`config.mk`:
```
export PLATFORM = sky130hd
export DESIGN_NAME = sclk_activity_wdog
export DESIGN_NICKNAME = d
export VERILOG_FILES = /design/src/rtl/wd_pkg.sv /design/src/rtl/wd_sync.sv /design/src/rtl/wd_edge_det.sv /design/src/rtl/wd_idle_timer.sv /design/src/rtl/sclk_activity_wdog.sv
export SDC_FILE = /design/constraint.sdc
export NUM_CORES = 1
export LEC_CHECK = 0
export CELL_PAD_IN_SITES_DETAIL_PLACEMENT = 0
export CELL_PAD_IN_SITES_GLOBAL_PLACEMENT = 1
export CORE_MARGIN = 2
export CORE_UTILIZATION = 31
export CTS_BUF_LIST = sky130_fd_sc_hd__clkbuf_2
export DETAILED_ROUTE_END_ITERATION = 16
export PLACE_DENSITY_LB_ADDON = 0.1
export SKIP_CTS_REPAIR_TIMING = 1
export SYNTH_ARGS = -nofsm -noshare
export SYNTH_HDL_FRONTEND = slang
export SYNTH_HIERARCHICAL = 1
export SYNTH_SLANG_ARGS = --single-unit
```
`constraint.sdc`:
```
create_clock -name clk_i -period 2.7 [get_ports clk_i]
set_input_delay 0.27 -clock clk_i [delete_from_list [all_inputs] [get_ports clk_i]]
set_output_delay 0.27 -clock clk_i [all_outputs]
set_load 0.005 [all_outputs]
```
`src/rtl/wd_pkg.sv`:
```
package wd_pkg;
   typedef enum logic [1:0] {
      EDGE_BOTH = 2'd0,
      EDGE_RISE = 2'd1,
      EDGE_FALL = 2'd2
   } wd_edge_e;
endpackage

```
`src/rtl/wd_sync.sv`:
```
module wd_sync #(
   parameter int STAGES = 2
) (
   input  logic clk_i,
   input  logic rst_ni,
   input  logic d_i,
   output logic q_o
);
   if (STAGES < 2) begin : g_bad_stages
      $error("wd_sync: STAGES must be at least 2");
   end

   logic [STAGES-1:0] chain_q;

   for (genvar s = 0; s < STAGES; s++) begin : g_stage
      if (s == 0) begin : g_first
         always_ff @(posedge clk_i or negedge rst_ni) begin
            if (!rst_ni) chain_q[0] <= 1'b0;
            else         chain_q[0] <= d_i;
         end
      end else begin : g_next
         always_ff @(posedge clk_i or negedge rst_ni) begin
            if (!rst_ni) chain_q[s] <= 1'b0;
            else         chain_q[s] <= chain_q[s-1];
         end
      end
   end

   assign q_o = chain_q[STAGES-1];
endmodule

```
`src/rtl/wd_edge_det.sv`:
```
module wd_edge_det
   import wd_pkg::*;
#(
   parameter wd_edge_e EDGE_MODE = EDGE_BOTH
) (
   input  logic clk_i,
   input  logic rst_ni,
   input  logic lvl_i,
   output logic edge_o
);
   logic prev_q;

   always_ff @(posedge clk_i or negedge rst_ni) begin
      if (!rst_ni) prev_q <= 1'b0;
      else         prev_q <= lvl_i;
   end

   if (EDGE_MODE == EDGE_RISE) begin : g_rise
      assign edge_o = lvl_i & ~prev_q;
   end else if (EDGE_MODE == EDGE_FALL) begin : g_fall
      assign edge_o = ~lvl_i & prev_q;
   end else begin : g_both
      assign edge_o = lvl_i ^ prev_q;
   end
endmodule

```
`src/rtl/wd_idle_timer.sv`:
```
module wd_idle_timer #(
   parameter int TIMEOUT_CYC = 125_000_000,
   localparam int CW = $clog2(TIMEOUT_CYC + 1)
) (
   input  logic          clk_i,
   input  logic          rst_ni,
   input  logic          en_i,
   input  logic          edge_i,
   output logic          expired_o,
   output logic          fire_o,
   output logic [CW-1:0] cnt_o
);
   localparam logic [CW-1:0] LAST = CW'(TIMEOUT_CYC - 1);

   if (TIMEOUT_CYC < 2) begin : g_bad_timeout
      $error("wd_idle_timer: TIMEOUT_CYC must be at least 2");
   end

   logic [CW-1:0] cnt_q;
   logic          expired_q;
   logic          fire_q;

   always_ff @(posedge clk_i or negedge rst_ni) begin
      if (!rst_ni) begin
         cnt_q     <= '0;
         expired_q <= 1'b0;
         fire_q    <= 1'b0;
      end else if (!en_i || edge_i) begin
         cnt_q     <= '0;
         expired_q <= 1'b0;
         fire_q    <= 1'b0;
      end else if (!expired_q) begin
         if (cnt_q == LAST) begin
            expired_q <= 1'b1;
            fire_q    <= 1'b1;
         end else begin
            cnt_q  <= cnt_q + 1'b1;
            fire_q <= 1'b0;
         end
      end else begin
         fire_q <= 1'b0;
      end
   end

   assign expired_o = expired_q;
   assign fire_o    = fire_q;
   assign cnt_o     = cnt_q;
endmodule

```
`src/rtl/sclk_activity_wdog.sv`:
```
module sclk_activity_wdog
   import wd_pkg::*;
#(
   parameter int       TIMEOUT_CYC = 125_000_000,
   parameter int       SYNC_STAGES = 2,
   parameter wd_edge_e EDGE_MODE   = EDGE_BOTH,
   localparam int      CW          = $clog2(TIMEOUT_CYC + 1)
) (
   input  logic clk_i,
   input  logic rst_ni,
   input  logic sclk_i,
   input  logic mon_mode_ni,
   input  logic pin_lvl_i,
   output logic wd_pull_o,
   output logic cfg_rst_pulse_o,
   output logic cfg0_b7_o
);
   logic          sclk_s;
   logic          sclk_edge;
   logic [CW-1:0] idle_cnt;

   wd_sync #(.STAGES(SYNC_STAGES)) u_sclk_sync (
      .clk_i (clk_i),
      .rst_ni(rst_ni),
      .d_i   (sclk_i),
      .q_o   (sclk_s)
   );

   wd_sync #(.STAGES(SYNC_STAGES)) u_pin_sync (
      .clk_i (clk_i),
      .rst_ni(rst_ni),
      .d_i   (pin_lvl_i),
      .q_o   (cfg0_b7_o)
   );

   wd_edge_det #(.EDGE_MODE(EDGE_MODE)) u_edge (
      .clk_i (clk_i),
      .rst_ni(rst_ni),
      .lvl_i (sclk_s),
      .edge_o(sclk_edge)
   );

   wd_idle_timer #(.TIMEOUT_CYC(TIMEOUT_CYC)) u_timer (
      .clk_i    (clk_i),
      .rst_ni   (rst_ni),
      .en_i     (mon_mode_ni),
      .edge_i   (sclk_edge),
      .expired_o(wd_pull_o),
      .fire_o   (cfg_rst_pulse_o),
      .cnt_o    (idle_cnt)
   );
endmodule

```
==> metrics.md, run 1 <==
| Metric | Value |
|---|---|
| Outcome | finished clean |
| Worst Path Arrival | 2520 ps |
| Initial Util | 32.6% |
| Cells after Synth | 189 |
| Core Box Area | 5610 µm² |
| Syn Area/Cell | 9.66 µm² |
| CTS H-tree lvls | 2 |
| Synth top area cells | dfrtp_1, a31oi_1, nand3_1 |
| Most common flop cell mapped by yosys | dfrtp_1 |
| PwrDens | 401 nW/µm² |
| Initial antenna violation count | 0 |
| Post-synth EDFFs | 0 |
| Wirelength per Cell | 17.1 µm |
| WS Path Type | flop to flop |
| Minimum clock period | 2200 ps |
| I/O pin count | 8 |
| First-pass GRT wire length | 7990 µm |
| Overflow after GRT | 0 |
| Register-to-register setup slack | 500 ps |
| N_diodes | 0 |
| Later-pin clock latency in the skew report | 360 ps |
| GPL Wtd Cong | 0.815 |
| Worst r2r dst | u_timer/cnt_o[21] |
| Endpoint class of the critical path | flop |
| Hold Path Class | input port to async pin |
| Worst-path fanout max | 11 |
| # clock sinks | 34 |
| Vias per cell | 5.51 |
| Endpoints failing setup | 0 |
| CTS tree | built |
| Die width | 80.7 µm |
| Post-layout util | 36.3% |
| Remaining antenna violation count | 0 |
| Max Slew Vio Count | 0 |
| RSZ-0062 raised after global routing | no |
| Most instantiated cells after synthesis | dfrtp_1, nand2_1, nand3_1, a31oi_1, nor2_1 |
| Synth-to-Final Area Change | 11.4% |
| Share of flip-flops with an asynchronous set or reset | 100% |
| Worst Setup SP | u_timer/cnt_o[0] |
| TritonCTS Buffers | 5 |
| Post-synthesis sequential area ratio | 46.6% |
| Cell taking the most area after synthesis | dfrtp_1 |
| Dpl hpwl | 3270 µm |
| Rows | 27 |
| Proportion of layout cells with a drive suffix above 1 | 12.9% |
| WP data required | 3020 ps |
| Vias | 1511 |
| Synth warn | 6 |
| CTS Buffer Depth | 2 |
| Drt pass-1 iters | 4 |
| I/O Buffers | 7 |
| Worst IR Drop VDD | 177 µV |
| Cell Area, Synth | 1830 µm² |
| Nets | 208 |
| Crit share post-route | 81.4% |
| Detailed Route Iter0 Violations | 92 |
| Final hold viol count | 0 |
| Most common cell in the netlist | dfrtp_1 |
| Largest net degree at the start of global routing | 35 |
| Die H | 80.7 µm |
| Highest Clock Rate | 455 MHz |
| Vias in the first global route | 1523 |
| Die ar. | 6520 µm² |
| CTS root buf | clkbuf_2 |
| Max_slew headroom | 60.1% |
| Total track usage | 16.1% |
| CP endpoint | u_timer/cnt_o[21] |
| Total Power | 0.000816 W |
| Max Cap Viol | 0 |
| Setup TNS | 0 ps |
| Drt drc | 0 |
| Post-synth top area share | 46.6% |
| Syn Nets | 195 |
| Worst-path clk slew | 170 ps |
| Measured slew at the worst slew-check pin | 599 ps |
| Final wirelength | 4700 µm |
| Reg2reg start | u_timer/cnt_o[0] |
| Synth Register Bits | 34 |
| Synth cell types | 49 |
| Reg2reg path depth | 7 |
| CP Launch Type | flop |
| Leakage | 0.814 nW |
| Worst Skew | 14.0 ps |
[kinds of logic after synthesis]
kind of cell | Yosys count | synth area share, %
buffers and inverters | 10 | 2.40
AO/OA/AOI/OAI | 49 | 17.5
AND/OR/NAND/NOR | 89 | 29.8
adder cells (fa/ha/maj) | 1 | 0.685
flip-flops | 34 | 46.6
multiplexers | 1 | 0.617
XOR/XNOR | 5 | 2.40
[cells in the final DEF (no fill, tap or decap), types with 2 or more instances in the layout]
cell type	instances
a21oi_1	10
nand2_1	14
and2_1	2
a21o_1	2
o21ai_0	7
or4_4	2
or4_1	2
nor2b_1	4
nand3_1	13
nor4_2	3
and3_1	5
clkdlybuf4s50_1	7
a31oi_1	12
nor3_1	4
a32o_1	2
or3_1	2
nand4_1	8
nor2_1	11
o21ai_1	4
o31ai_1	2
buf_4	6
and4_1	4
inv_1	2
dfrtp_1	34
xnor2_1	3
nor4b_1	2
nand2b_1	5
clkbuf_2	7
xor2_1	2
[layer usage]
metal | up-vias | part of all wire [%] | routed length, µm | track usage, %
li1 | 745 | - | - | -
met1 | 743 | 51 | 2380 | 22.2
met2 | 17 | 46 | 2160 | 25.9
met3 | 6 | 2.2 | 103 | 3.33
met4 | 0 | 1.2 | 56 | 4.41
met5 | - | 0 | 0 | 0
[state kept, by name, indices dropped and copies added (netlist names)]
name                 cells
u_pin_sync/q_o           1
u_sclk_sync/chain_q      1
u_timer/fire_o           1
u_edge/prev_q            1
u_timer/expired_o        1
u_sclk_sync/q_o          1
u_pin_sync/chain_q       1
u_timer/cnt_o           27
[final cells by class]
cell class              instances  area [µm²]
repair buffers                 13         115
well taps                      72        90.1
flip-flops and latches         34         851
multi-input cells             145         931
inverters                       3        11.3
fillers                       601        3570
clock buffers                   7        35.0
[critical path: stages (launching register included)]
cell and delay, ps:
dfrtp_1 450, ha_1 240, and4_1 250, and4_1 230
a21oi_2 460, buf_4 250, a21boi_1 170, a21o_1 120
[stage by stage]
stage / cells / instance area [µm²] / hold slack, ps / setup slack, ps
6_report: 274 / 2030 / 311 / 501
5_1_grt: 274 / 2030 / 285 / 360
4_1_cts: 274 / 2030 / 294 / 505
3_5_place_dp: 267 / 2000 / 336 / 527
3_3_place_gp: 267 / 2000 / 333 / 565
2_1_floorplan: 189 / 1830 / -25.6 / 813
[power by group]
| group | switching (W) | leakage (nW) | internal (W) |
|---|---|---|---|
| Combinational | 0.0000400 | 0.322 | 0.0000241 |
| Clock | 0.000165 | 0.0291 | 0.0000677 |
| Sequential | 0.00000402 | 0.463 | 0.000515 |
| Total | 0.000209 | 0.814 | 0.000607 |
[worst min-delay path by stage]
| stage | from | endpoint | slack (ps) | cells past startpoint |
|---|---|---|---|---|
| after detailed placement | u_sclk_sync/chain_q[0] | u_sclk_sync/q_o | 340 | 0 |
| after CTS | sclk_i | u_sclk_sync/chain_q[0] | 290 | 1 |
| after global placement | u_sclk_sync/chain_q[0] | u_sclk_sync/q_o | 330 | 0 |
| final | rst_ni | u_pin_sync/q_o | 310 | 2 |
| after floorplan | rst_ni | u_edge/prev_q | -30 | 0 |
| after global routing | pin_lvl_i | u_pin_sync/chain_q[0] | 280 | 1 |
No activity file was read; power rests on OpenSTA's default activity.
==> run 2: changes to the inputs <==
==> constraint.sdc (replaced) <==
create_clock -name clk_i -period 2.03 [get_ports clk_i]
set_input_delay 0.203 -clock clk_i [delete_from_list [all_inputs] [get_ports clk_i]]
set_output_delay 0.203 -clock clk_i [all_outputs]
set_load 0.005 [all_outputs]
==> run 2 against run 1 <==
Net effect: first-iteration DRC count fell by 9.8%; cell count up 5.5%; global-route usage is 0.37 points higher; largest cell class unchanged; clock power is 34% higher; wire length increased by 0.72%; utilization is 2.7 points higher; sequential cell count is the same; power grew 34%; register-to-register slack got worse by 430 ps; hold slack worse by 94 ps; largest power group unchanged; non-clock buffer count increased by 14; highest routed layer unchanged; worst setup slack got worse by 430 ps.
==> metrics.md, run 2 (synthesized netlist as in run 1, its figures left out) <==
| Metric | Value |
|---|---|
| Fin area | 2180 µm² (+7.4%) |
| Comb power frac | 8.5% (+0.6 points) |
| PwrDens | 501 nW/µm² (+25%) |
| Most used cells in the layout excluding fill and tap cells | dfrtp_1, buf_4, nand2_1 |
| Max Slew Vio Count | 0 (unchanged) |
| Drt pass-1 iters | 4 (unchanged) |
| Wirelength per Cell | 16.4 µm (-4.5%) |
| Final wirelength | 4730 µm (+0.72%) |
| Dpl hpwl | 3430 µm (+4.9%) |
| First-pass GRT wire length | 8110 µm (+1.6%) |
| Seq pwr share | 63.0% (-0.7 points) |
| CTS root buf | clkbuf_2 |
| # clock sinks | 34 (unchanged) |
| Detailed Route Iter0 Violations | 83 (-9.8%) |
| WP data required | 2300 ps (-720 ps) |
| Core Box Area | 5610 µm² (unchanged) |
| Sw Share | 26.7% (+1.1 points) |
| Highest Clock Rate | 510 MHz (+12%) |
| Worst Skew | 24.8 ps (+10.8 ps) |
| Crit share post-route | 96.6% (+15 points) |
| Endpoints failing setup | 0 (unchanged) |
| Rows | 27 (unchanged) |
| CTS tree | built |
| Worst IR Drop VDD | 195 µV (+9.9%) |
| Initial Util | 32.6% (unchanged) |
| Vias | 1602 (+6.0%) |
| Total track usage | 16.5% (+0.37 points) |
| Later-pin clock latency in the skew report | 380 ps (+20 ps) |
| Largest net degree at the start of global routing | 35 (unchanged) |
| Minimum clock period | 1960 ps (-237 ps) |
| Max incr delay on CP | 480 ps (+20 ps) |
| Proportion of layout cells with a drive suffix above 1 | 22.6% (+9.7 points) |
| TritonCTS Buffers | 5 (unchanged) |
| Nets | 222 (+6.7%) |
| Fill cell count | 585 (-2.7%) |
| Max_slew headroom | 61.3% (+1.2 points) |
| Drt drc | 0 (unchanged) |
| Reg2reg path depth | 6 (-1) |
| Die width | 80.7 µm (unchanged) |
| CP Launch Type | flop |
| RSZ-0062 raised after global routing | no |
| Hold Path Class | input port to async pin |
| Die H | 80.7 µm (unchanged) |
| Vias in the first global route | 1635 (+7.4%) |
| CTS Buffer Depth | 2 (unchanged) |
| Worst-path clk slew | 200 ps (+30 ps) |
| Setup TNS | 0 ps (unchanged) |
| Slowest cell on crit path | nor4b_1 |
| Worst-path fanout max | 9 (-2) |
| CTS H-tree lvls | 2 (unchanged) |
| Cell Chain, Critical Path | nor4b_1 -> and4_4 -> a21oi_2 -> buf_4 -> a32o_1 -> a21o_1 |
| Remaining antenna violation count | 0 (unchanged) |
| GPL Wtd Cong | 0.830 (+1.9%) |
| Worst Path Arrival | 2230 ps (-290 ps) |
| Clk pwr share | 28.4% (about the same) |
| Overflow after GRT | 0 (unchanged) |
| Pint | 0.000802 W (+32%) |
| Post-layout util | 39.0% (+2.7 points) |
| I/O Buffers | 7 (unchanged) |
| Endpoint class of the critical path | flop |
| N_diodes | 0 (unchanged) |
| Measured slew at the worst slew-check pin | 581 ps (-17.9 ps) |
| Outcome | finished clean |
| Sw power | 0.000291 W (+40%) |
| Vias per cell | 5.54 (+0.52%) |
| Leakage | 0.904 nW (+11%) |
| Die ar. | 6520 µm² (unchanged) |
| Most common cell after layout, fill and taps aside | dfrtp_1 |
| Max reg flops | 27 (unchanged) |
| Placement Cell Area | 2090 µm² (+4.5%) |
| I/O pin count | 8 (unchanged) |
| Synth-to-Final Area Change | 19.7% |
| WS Path Type | flop to flop |
| Max Cap Viol | 0 (unchanged) |
| Initial antenna violation count | 0 (unchanged) |
| Final hold viol count | 0 (unchanged) |
## run 2: cell count changes in the layout (fill, tap and decap cells not counted), moves of 2 or more
cell / previous run / this run
buf_4: 6 / 20
clkbuf_2: 7 / 5
dfrtp_1: 34 / 32
dfrtp_2: 0 / 2
## run 2: final timing paths
check / to / from / slack [ps]
min reg2reg: u_sclk_sync/q_o / u_sclk_sync/chain_q[0] / 370
min: u_timer/cnt_o[3] / rst_ni / 220
max reg2reg: u_timer/cnt_o[21] / u_timer/cnt_o[19] / 70
min in group clk_i: u_pin_sync/chain_q[0] / pin_lvl_i / 250
max: u_timer/cnt_o[21] / u_timer/cnt_o[19] / 70
max in group asynchronous: u_timer/cnt_o[21] / rst_ni / 1480
## run 2: through the flow
step,setup slack [ps],hold slack [ps],instances,power (W)
floorplan,143,-92.6,189,0.000745
global placement,-26.4,334,279,0.000794
detailed placement,-24.6,337,279,0.000795
CTS,12.6,206,287,0.00112
global route,1.61,176,289,0.00118
finish,68.5,217,289,0.00109
## run 2: layer usage
metal / vias to the layer above / global-route usage (%) / wire length [µm]
met5: - / 0 / 0
met4: 0 / 5.59 / 58
met3: 11 / 3.67 / 164
met2: 30 / 25.8 / 2240
met1: 792 / 22.6 / 2270
li1: 769 / - / -
## run 2: power by group through the flow
stage	clock [W]	combinational, W	sequential, W
finish	0.000311	0.0000930	0.000689
floorplan	0	0.0000421	0.000703
global placement	0	0.0000922	0.000701
global route	0.000379	0.000105	0.000692
CTS	0.000339	0.0000937	0.000690
detailed placement	0	0.0000932	0.000702
## run 2: final cells by class
class                           count  area, µm²  area share [%]
Clock inverter                      3       16.3           0.745
Tap cell                           72       90.1            4.12
Clock buffer                        5       25.0            1.15
Timing Repair Buffer               27        220            10.1
Sequential cell                    34        853            39.1
Inverter                            3       11.3           0.515
Multi-Input combinational cell    145        968            44.3
## run 2: worst max-delay path, delay by kind of cell, from the launching register on
kind	cells	cell delay [ps]
AOI/OAI and AO/OA	3	430
buffers and inverters	1	180
DFF	1	420
and+or+nand+nor	2	830
